### config.mk
export PLATFORM = sky130hd
export DESIGN_NAME = bdec_ctrl
export DESIGN_NICKNAME = d
export VERILOG_FILES = /design/src/rtl/bdec_pkg.sv /design/src/rtl/bdec_classify.sv /design/src/rtl/bdec_target.sv /design/src/rtl/bdec_policy.sv /design/src/rtl/bdec_ctrl.sv
export SDC_FILE = /design/constraint.sdc
export NUM_CORES = 1
export LEC_CHECK = 0
export BUFFER_PORTS_ARGS = -buffer_cell sky130_fd_sc_hd__clkbuf_2
export CORE_ASPECT_RATIO = 0.75
export CORE_MARGIN = 2
export CORE_UTILIZATION = 30
export DETAILED_ROUTE_END_ITERATION = 8
export GPL_ROUTABILITY_DRIVEN = 0
export SYNTH_ARGS = -nofsm -noshare
export SYNTH_HDL_FRONTEND = slang
export SYNTH_SLANG_ARGS = --single-unit
### constraint.sdc
create_clock -name clk -period 4 [get_ports clk]
set_input_delay 0.8 -clock clk [delete_from_list [all_inputs] [get_ports clk]]
set_output_delay 0.8 -clock clk [all_outputs]
set_load 0.005 [all_outputs]
### src/rtl/bdec_pkg.sv
package bdec_pkg;

    localparam int unsigned OPC_W = 6;

    localparam logic [OPC_W-1:0] OPC_BR_ZERO    = 6'h04;
    localparam logic [OPC_W-1:0] OPC_BR_NONZERO = 6'h05;
    localparam logic [OPC_W-1:0] OPC_JUMP       = 6'h02;

    typedef enum logic [1:0] {
        POL_HOLD      = 2'd0,
        POL_SPEC_FALL = 2'd1,
        POL_DELAY1    = 2'd2,
        POL_HOLD_ALT  = 2'd3
    } policy_e;

    typedef struct packed {
        logic ctl;     // valid control-transfer instruction in decode
        logic uncond;  // unconditional jump
        logic taken;   // redirect decided
    } br_info_t;

    function automatic logic is_hold_policy(policy_e p);
        return (p == POL_HOLD) || (p == POL_HOLD_ALT);
    endfunction

endpackage

### src/rtl/bdec_classify.sv
module bdec_classify
    import bdec_pkg::*;
#(
    parameter int unsigned XLEN = 32
) (
    input  logic             valid_i,
    input  logic [OPC_W-1:0] opcode_i,
    input  logic [XLEN-1:0]  rs_val_i,
    output br_info_t         info_o
);

    logic is_zero;

    assign is_zero = (rs_val_i == '0);

    always_comb begin
        info_o = '0;
        if (valid_i) begin
            case (opcode_i)
                OPC_BR_ZERO: begin
                    info_o.ctl   = 1'b1;
                    info_o.taken = is_zero;
                end
                OPC_BR_NONZERO: begin
                    info_o.ctl   = 1'b1;
                    info_o.taken = !is_zero;
                end
                OPC_JUMP: begin
                    info_o.ctl    = 1'b1;
                    info_o.uncond = 1'b1;
                    info_o.taken  = 1'b1;
                end
                default: info_o = '0;
            endcase
        end
    end

endmodule

### src/rtl/bdec_target.sv
module bdec_target #(
    parameter int unsigned AW   = 32,
    parameter int unsigned OFFW = 16
) (
    input  logic [AW-1:0]   pc4_i,
    input  logic [OFFW-1:0] offset_i,
    output logic [AW-1:0]   target_o
);

    localparam int unsigned WORD_SHIFT = 2;
    localparam int unsigned EXT_W      = AW - OFFW;

    logic [AW-1:0] off_ext;

    generate
        if (EXT_W > 0) begin : g_ext
            assign off_ext = {{EXT_W{offset_i[OFFW-1]}}, offset_i};
        end else begin : g_trunc
            assign off_ext = offset_i[AW-1:0];
        end
    endgenerate

    assign target_o = pc4_i + (off_ext << WORD_SHIFT);

endmodule

### src/rtl/bdec_policy.sv
module bdec_policy
    import bdec_pkg::*;
(
    input  policy_e  pol_i,
    input  br_info_t info_i,
    output logic     squash_o,
    output logic     hold_o
);

    always_comb begin
        squash_o = 1'b0;
        hold_o   = 1'b0;
        case (pol_i)
            POL_SPEC_FALL: squash_o = info_i.taken;
            POL_DELAY1:    squash_o = 1'b0;
            default: begin
                squash_o = info_i.ctl;
                hold_o   = info_i.ctl && !info_i.taken;
            end
        endcase
    end

endmodule

### src/rtl/bdec_ctrl.sv
module bdec_ctrl
    import bdec_pkg::*;
#(
    parameter int unsigned      AW       = 32,
    parameter int unsigned      XLEN     = 32,
    parameter int unsigned      OFFW     = 16,
    parameter logic [AW-1:0]    RESET_PC = '0
) (
    input  logic             clk,
    input  logic             rst,
    input  logic [1:0]       mode_i,
    input  logic             id_valid_i,
    input  logic [5:0]       id_opcode_i,
    input  logic [XLEN-1:0]  id_rs_val_i,
    input  logic [OFFW-1:0]  id_offset_i,
    input  logic [AW-1:0]    id_pc4_i,
    output logic [AW-1:0]    fetch_pc_o,
    output logic [AW-1:0]    next_pc_o,
    output logic             squash_o,
    output logic             br_taken_o
);

    localparam logic [AW-1:0] SEQ_STEP = AW'(4);

    policy_e       pol;
    br_info_t      info;
    logic [AW-1:0] target;
    logic          hold;
    logic [AW-1:0] pc_q;

    assign pol = policy_e'(mode_i);

    bdec_classify #(.XLEN(XLEN)) u_classify (
        .valid_i  (id_valid_i),
        .opcode_i (id_opcode_i),
        .rs_val_i (id_rs_val_i),
        .info_o   (info)
    );

    bdec_target #(.AW(AW), .OFFW(OFFW)) u_target (
        .pc4_i    (id_pc4_i),
        .offset_i (id_offset_i),
        .target_o (target)
    );

    bdec_policy u_policy (
        .pol_i    (pol),
        .info_i   (info),
        .squash_o (squash_o),
        .hold_o   (hold)
    );

    always_comb begin
        if (info.taken)  next_pc_o = target;
        else if (hold)   next_pc_o = id_pc4_i;
        else             next_pc_o = pc_q + SEQ_STEP;
    end

    always_ff @(posedge clk) begin
        if (rst) pc_q <= RESET_PC;
        else     pc_q <= next_pc_o;
    end

    assign fetch_pc_o = pc_q;
    assign br_taken_o = info.taken;

    // Delay-slot mode keeps the following instruction alive
    assert_delay_no_squash_R6: assert property (@(posedge clk) disable iff (rst)
        (mode_i == 2'd2) |-> !squash_o);

    // Speculation discards exactly when the branch goes
    assert_spec_squash_taken_R5: assert property (@(posedge clk) disable iff (rst)
        (mode_i == 2'd1) |-> (squash_o == br_taken_o));

    // An empty decode slot causes nothing
    assert_invalid_quiet_R8: assert property (@(posedge clk) disable iff (rst)
        !id_valid_i |-> (!squash_o && !br_taken_o));

    // A taken branch lands fetch on pc4 + offset*4
    assert_taken_lands_R3: assert property (@(posedge clk) disable iff (rst)
        br_taken_o |=> (fetch_pc_o == $past(id_pc4_i
            + (AW'($signed(id_offset_i)) << 2))));

    // Hold mode refetches the fall-through address of an untaken branch
    assert_hold_fallthrough_R7: assert property (@(posedge clk) disable iff (rst)
        (squash_o && !br_taken_o) |=> (fetch_pc_o == $past(id_pc4_i)));

    // No event: sequential fetch
    assert_sequential_R1: assert property (@(posedge clk) disable iff (rst)
        (!squash_o && !br_taken_o) |=> (fetch_pc_o == $past(fetch_pc_o) + SEQ_STEP));

endmodule

## Yosys cells after proc, flatten, opt, wreduce, memory -nomap -nowiden

Cells that the tools add are included.

| storage, ports and cells | value |
|---|---|
| flip-flop bits (word level) | 32 |
| output and inout port bits | 66 |
| input bits | 91 |

| operators by class | value |
|---|---|
| equality and inequality tests | 5 |
| mux-type cells | 8 |
| reductions and logical operators | 6 |
| add/subtract/negate cells | 2 |

Operator list:

| kind | number |
|---|---|
| $mux 32 | 2 |
| $add 32x3->32 const B | 1 |
| $add 32x32->32 | 1 |
| $logic_not 32->1 | 1 |
| $eq 6x3->1 const B | 2 |
| $eq 6x2->1 const B | 1 |
| $mux 1 | 3 |
| $mux 3 | 1 |
| $pmux 1 s3 | 1 |
| $reduce_or 3->1 | 1 |
| $eq 2x1->1 const B | 1 |
| $eq 2x2->1 const B | 1 |
| $logic_not 1->1 | 2 |
| $pmux 1 s2 | 1 |
| $reduce_or 2->1 | 1 |
| $logic_and 1x1->1 | 1 |

## Longest topological paths before layout

| logic depth | value |
|---|---|
| word-level depth | 9 |
| mapped depth | 10 |
| mapped depth without buffers | 10 |

## Cells and area by module

Synthesis repeated with hierarchy kept, for this count alone.

| unflattened totals | value |
|---|---|
| cells, all modules | 562 |
| area total of the unflattened synthesis | 4,098.9 sq um |

By module, submodules not included:

| module | area each (sq um) | seq. area each (sq um) | times used | cells an instance |
|---|---|---|---|---|
| bdec_ctrl | 2,168.3 | 640.6 | 1 | 279 |
| bdec_target | 1,754.2 | 0.0 | 1 | 256 |
| bdec_classify | 143.9 | 0.0 | 1 | 21 |
| bdec_policy | 32.5 | 0.0 | 1 | 6 |

## Worst setup path after synthesis

OpenSTA, ideal clock, no wires.

| timing path | value |
|---|---|
| path type | input port to output port |
| start point | input port id_offset_i[0] |
| end point | output port next_pc_o[20] |
| slack | 0.420 ns |
| data arrival time | 2.780 ns |
| stages on the path | 10 |
| path buffers | 0 |
| data required time | 3.200 ns |
| path through | ha_1 -> fa_1 -> a21o_1 -> a31o_2 -> a31oi_2 -> a22oi_2 -> a21oi_1 -> o21ai_0 -> xnor2_1 -> a21oi_1 |

| between the ends | value |
|---|---|
| cells in the longest elaborated chain, start to end | 2 |

RTL lines:

| item | line | RTL |
|---|---|---|
| start: declaration | bdec_ctrl.sv:15 | `input logic [OFFW-1:0] id_offset_i,` |
| $add 32x32->32 | bdec_target.sv:23 | `assign target_o = pc4_i + (off_ext << WORD_SHIFT);` |
| $mux 32 | bdec_ctrl.sv:54 | `if (info.taken) next_pc_o = target;` |
| end: declaration | bdec_ctrl.sv:18 | `output logic [AW-1:0] next_pc_o,` |

No other way between the ends.

## Worst setup path in the final report

| timing path | value |
|---|---|
| start point | input port id_offset_i[0] |
| end point | output port next_pc_o[30] |

The elaborated chain is that of the path after synthesis.

==> impl_table.tex <==
\begin{tabular}{lr}
\hline
Metric & Value \\
\hline
\multicolumn{2}{l}{\textbf{Outcome}} \\
\quad Outcome & finished clean \\
\multicolumn{2}{l}{\textbf{Cells and area}} \\
\quad Layout overhead on the synthesized area & 32.2\% \\
\quad Number of antenna cells inserted & 0 \\
\quad Number of nets at the end of the flow & a little over 800 \\
\quad Max reg flops & 32 \\
\quad Final Non-Filler Cells & 856 \\
\quad Proportion of layout cells with a drive suffix above 1 & 34.7\% \\
\quad Final core utilization & 40.5\% \\
\multicolumn{2}{l}{\textbf{Yosys}} \\
\quad Multiplexer share of the synthesized area & 7.30\% \\
\quad Post-synthesis register bit count & 32 \\
\quad Post-synth top flop & dfxtp\_1 \\
\quad Nets in the synthesized netlist & around 650 \\
\quad Simple-gate share of the synthesized area & about a quarter \\
\quad Most instantiated cells after synthesis & nand2\_1, nor2\_1, a21oi\_1 \\
\quad Count of cell types in the netlist & 71 \\
\quad Async SR Flop Fraction & 0\% \\
\quad Number of standard cells after synthesis & between 500 and 600 \\
\quad Synthesized area divided by synthesized cell count & 7.59 µm² \\
\quad Largest cells by area after synthesis & dfxtp\_1, ha\_1, xnor2\_1 \\
\quad EDFF count, synth & 0 \\
\quad Synth warn & 0 \\
\quad Area share of the largest cell type after synthesis & between 15 and 20\% \\
\quad Biggest area consumer among synthesized cells & dfxtp\_1 \\
\quad Seq/Total Area, Yosys & 16.1\% \\
\quad Cell Area, Synth & between 0.003 and 0.004 mm² \\
\quad Dominant combinational cell family by area after synthesis & simple AND/OR/NAND/NOR gates \\
\quad Adder-Cell Fraction of Synth Area & about a tenth \\
\quad Xor/xnor share of the synthesized area & between 10\% and 20\% \\
\quad Post-synthesis compound-gate area fraction & between 20\% and 30\% \\
\quad Most common cell in the synthesized netlist & nand2\_1 \\
\multicolumn{2}{l}{\textbf{Drt}} \\
\quad Detailed-route wire length per cell & 16.1 µm \\
\quad Count of vias placed by the detailed router & between 4k and 5k \\
\quad Detailed-routing iteration count for the pre-antenna-repair pass & 5 \\
\quad Wire length after detailed routing & between 10000 and 15000 µm \\
\quad DR DRC count & 0 \\
\quad Vias per cell & between 5 and 6 \\
\quad Remaining number of nets flagged by the antenna check after routing & 0 \\
\quad 1st-iter DRT viols & between 200 and 250 \\
\multicolumn{2}{l}{\textbf{Critical path}} \\
\quad Sort of element at the end of the critical path & output port \\
\quad Worst setup path category & input pin to output port \\
\quad Largest driver fanout on the critical path & 5 \\
\quad Crit path buf inv count & 2 \\
\quad Slowest-stage cell, CP & fa\_2 \\
\quad Crit path cell chain & clkbuf\_2 > ha\_2 > fa\_2 > a21o\_1 > a31o\_2 > a31oi\_4 > a22oi\_2 > a31oi\_1 > a31oi\_1 > mux2\_2 > nand2\_1 > clkbuf\_2 \\
\quad CP Data Arrival Time & slightly above 3 ns \\
\quad Startpoint type of the worst setup path & input pin \\
\quad Worst EP required & roughly 3.2 ns \\
\quad Cell family with the largest share of critical-path delay & compound AO/OA/AOI/OAI gates \\
\quad Delay of the slowest critical-path stage & 0.35 ns \\
\multicolumn{2}{l}{\textbf{STA}} \\
\quad Remaining max-slew budget at the tightest pin & just under 50\% \\
\quad Worst Skew & $\sim$0.0067 ns \\
\quad Smallest hold slack & around 0.65 ns \\
\quad Setup violation total in the final timing report & 0 \\
\quad Number of hold-slack violations in the final timing report & 0 \\
\quad Share of the clock period used by the worst path after layout & a little over nine tenths \\
\quad Max Freq & around 260 MHz \\
\quad Worst-margin pin slew & between 0.7 and 0.8 ns \\
\quad Final total negative setup slack & 0 ns \\
\quad Final max-slew violation count & 0 \\
\quad Post-layout minimum cycle time & slightly below 4 ns \\
\multicolumn{2}{l}{\textbf{Clock network}} \\
\quad Clock tree from TritonCTS & done \\
\quad \# clock sinks & 32 \\
\quad Later-pin clock latency in the skew report & slightly below 0.3 ns \\
\quad Deepest clock path buffer count & 2 \\
\quad Root Buffer & clkbuf\_16 \\
\quad CTS Hold Bufs & 0 \\
\quad Clock-pin slew reported for the worst setup and hold paths after clock tree synthesis & 0.05 ns \\
\quad Inserted Clock Buffers & 5 \\
\quad \# H-tree levels & 2 \\
\multicolumn{2}{l}{\textbf{Place}} \\
\quad Input/output buffers & around 160 \\
\quad Detailed Place HPWL & $\sim$11000 µm \\
\quad Number of cells in the design after placement & 845 \\
\multicolumn{2}{l}{\textbf{Floorplan}} \\
\quad Die Wd & around 140 µm \\
\quad Initial core utilization & 30.7\% \\
\quad Placeable Area & 0.0130 mm² \\
\quad Boundary pin count & between 150 and 200 \\
\quad Die H & about 100 µm \\
\quad Overall die area & around 0.014 mm² \\
\quad Rows & 36 \\
\multicolumn{2}{l}{\textbf{Power and ir drop}} \\
\quad Maximum ir drop on the vdd rail & 0.000133 V \\
\quad Leakage dissipation & between 0.002 and 0.0025 µW \\
\quad Power Density & between 200 and 250 mW/mm² \\
\multicolumn{2}{l}{\textbf{Global routing}} \\
\quad GR Util All Layers & a little under a fifth \\
\quad Total overflow reported by the global router & 0 \\
\quad Global-route wire length before repair & about 21000 µm \\
\quad Largest net degree at the start of global routing & 39 \\
\quad Vias in the first global route & 4194 \\
\quad Number of antenna violations at the first check in global routing & 0 \\
\multicolumn{2}{l}{\textbf{Min path}} \\
\quad Kind of path behind the tightest hold check & flop to flop \\
\multicolumn{2}{l}{\textbf{Run}} \\
\quad Max-cap violations & 0 \\
\hline
\end{tabular}
## worst reg2reg max path: stages (launching register included)
cell and delay, ns:
dfxtp_1 0.40, ha_1 0.22, nand3_1 0.19, or4_1 0.72, nor2_4 0.25, nand2_1 0.09
xnor2_1 0.13, mux2_2 0.26, mux2_2 0.27, nor2b_1 0.13
## layout make-up
| class | count | area (µm²) |
|---|---|---|
| Tap cell | 171 | 214 |
| Clock inverter | 2 | 35.0 |
| Sequential cell | 32 | 641 |
| Inverter | 16 | 60.1 |
| Multi-Input combinational cell | 453 | 3230 |
| Clock buffer | 6 | 129 |
| Timing Repair Buffer | 176 | 946 |
| Fill cell | 1362 | 7710 |
## cells by family after synthesis
logic type / after synthesis
AND/OR/NAND/NOR: 201
AO/OA/AOI/OAI: 139
XOR/XNOR: 54
buffers and inverters: 39
adder cells (fa/ha/maj): 32
flip-flops: 32
multiplexers: 27
## routing by layer
metal	global-route usage, %	share of wire [%]	routed length (µm)	up-vias
met2	28.9	44	6040	150
met5	0	0	0	-
met1	25.9	48	6590	2062
met3	4.11	6.7	919	13
li1	-	-	-	2214
met4	5.15	1.6	215	0
## timing repair
action / 4_1_cts / 5_1_grt
endpoints found under the setup margin: 0 / 9
endpoints found under the hold margin: 0 / 0
setup buffers: 0 / 3
resized for setup: 0 / 17
## cells in the final DEF (no fill, tap or decap), types with 15 or more instances in the layout
master	netlist	final
xor2_1	22	22
xnor2_1	32	32
ha_1	31	26
nor2b_1	27	27
a21oi_1	41	39
nand2_1	54	54
clkbuf_2	2	155
buf_4	6	19
o21ai_0	21	20
inv_1	16	16
nand3_1	15	15
dfxtp_1	32	32
nor2_1	46	46
## final timing paths
check | startpoint | end | slack [ns] | depth (start not counted)
hold reg to reg | fetch_pc_o[0]$_SDFF_PP0_ | fetch_pc_o[0]$_SDFF_PP0_ | 0.65 | 2
hold / removal | fetch_pc_o[0]$_SDFF_PP0_ | fetch_pc_o[0]$_SDFF_PP0_ | 0.65 | 2
setup / recovery | id_offset_i[0] | next_pc_o[30] | 0.14 | 12
setup reg to reg | fetch_pc_o[2]$_SDFF_PP0_ | fetch_pc_o[22]$_SDFF_PP0_ | 1.20 | 9
## per-stage QoR
stage               total power [µW]  area (µm²)  worst slack, ns
detailed placement               773        5000          0.00988
CTS                             1230        5170          0.00210
global placement                 766        5000           0.0701
global route                    1320        5260         -0.00303
finish                          1240        5260            0.139
floorplan                        615        3980            0.420
## where the power goes
group / total, µW / internal [µW] / leakage (µW) / switching, µW
clock: 452 / 293 / 0.0000808 / 158
combinational: 458 / 211 / 0.00207 / 247
sequential: 335 / 326 / 0.000259 / 8.99
total: 1240 / 830 / 0.00241 / 415
No activity file was read; power rests on OpenSTA's default activity.
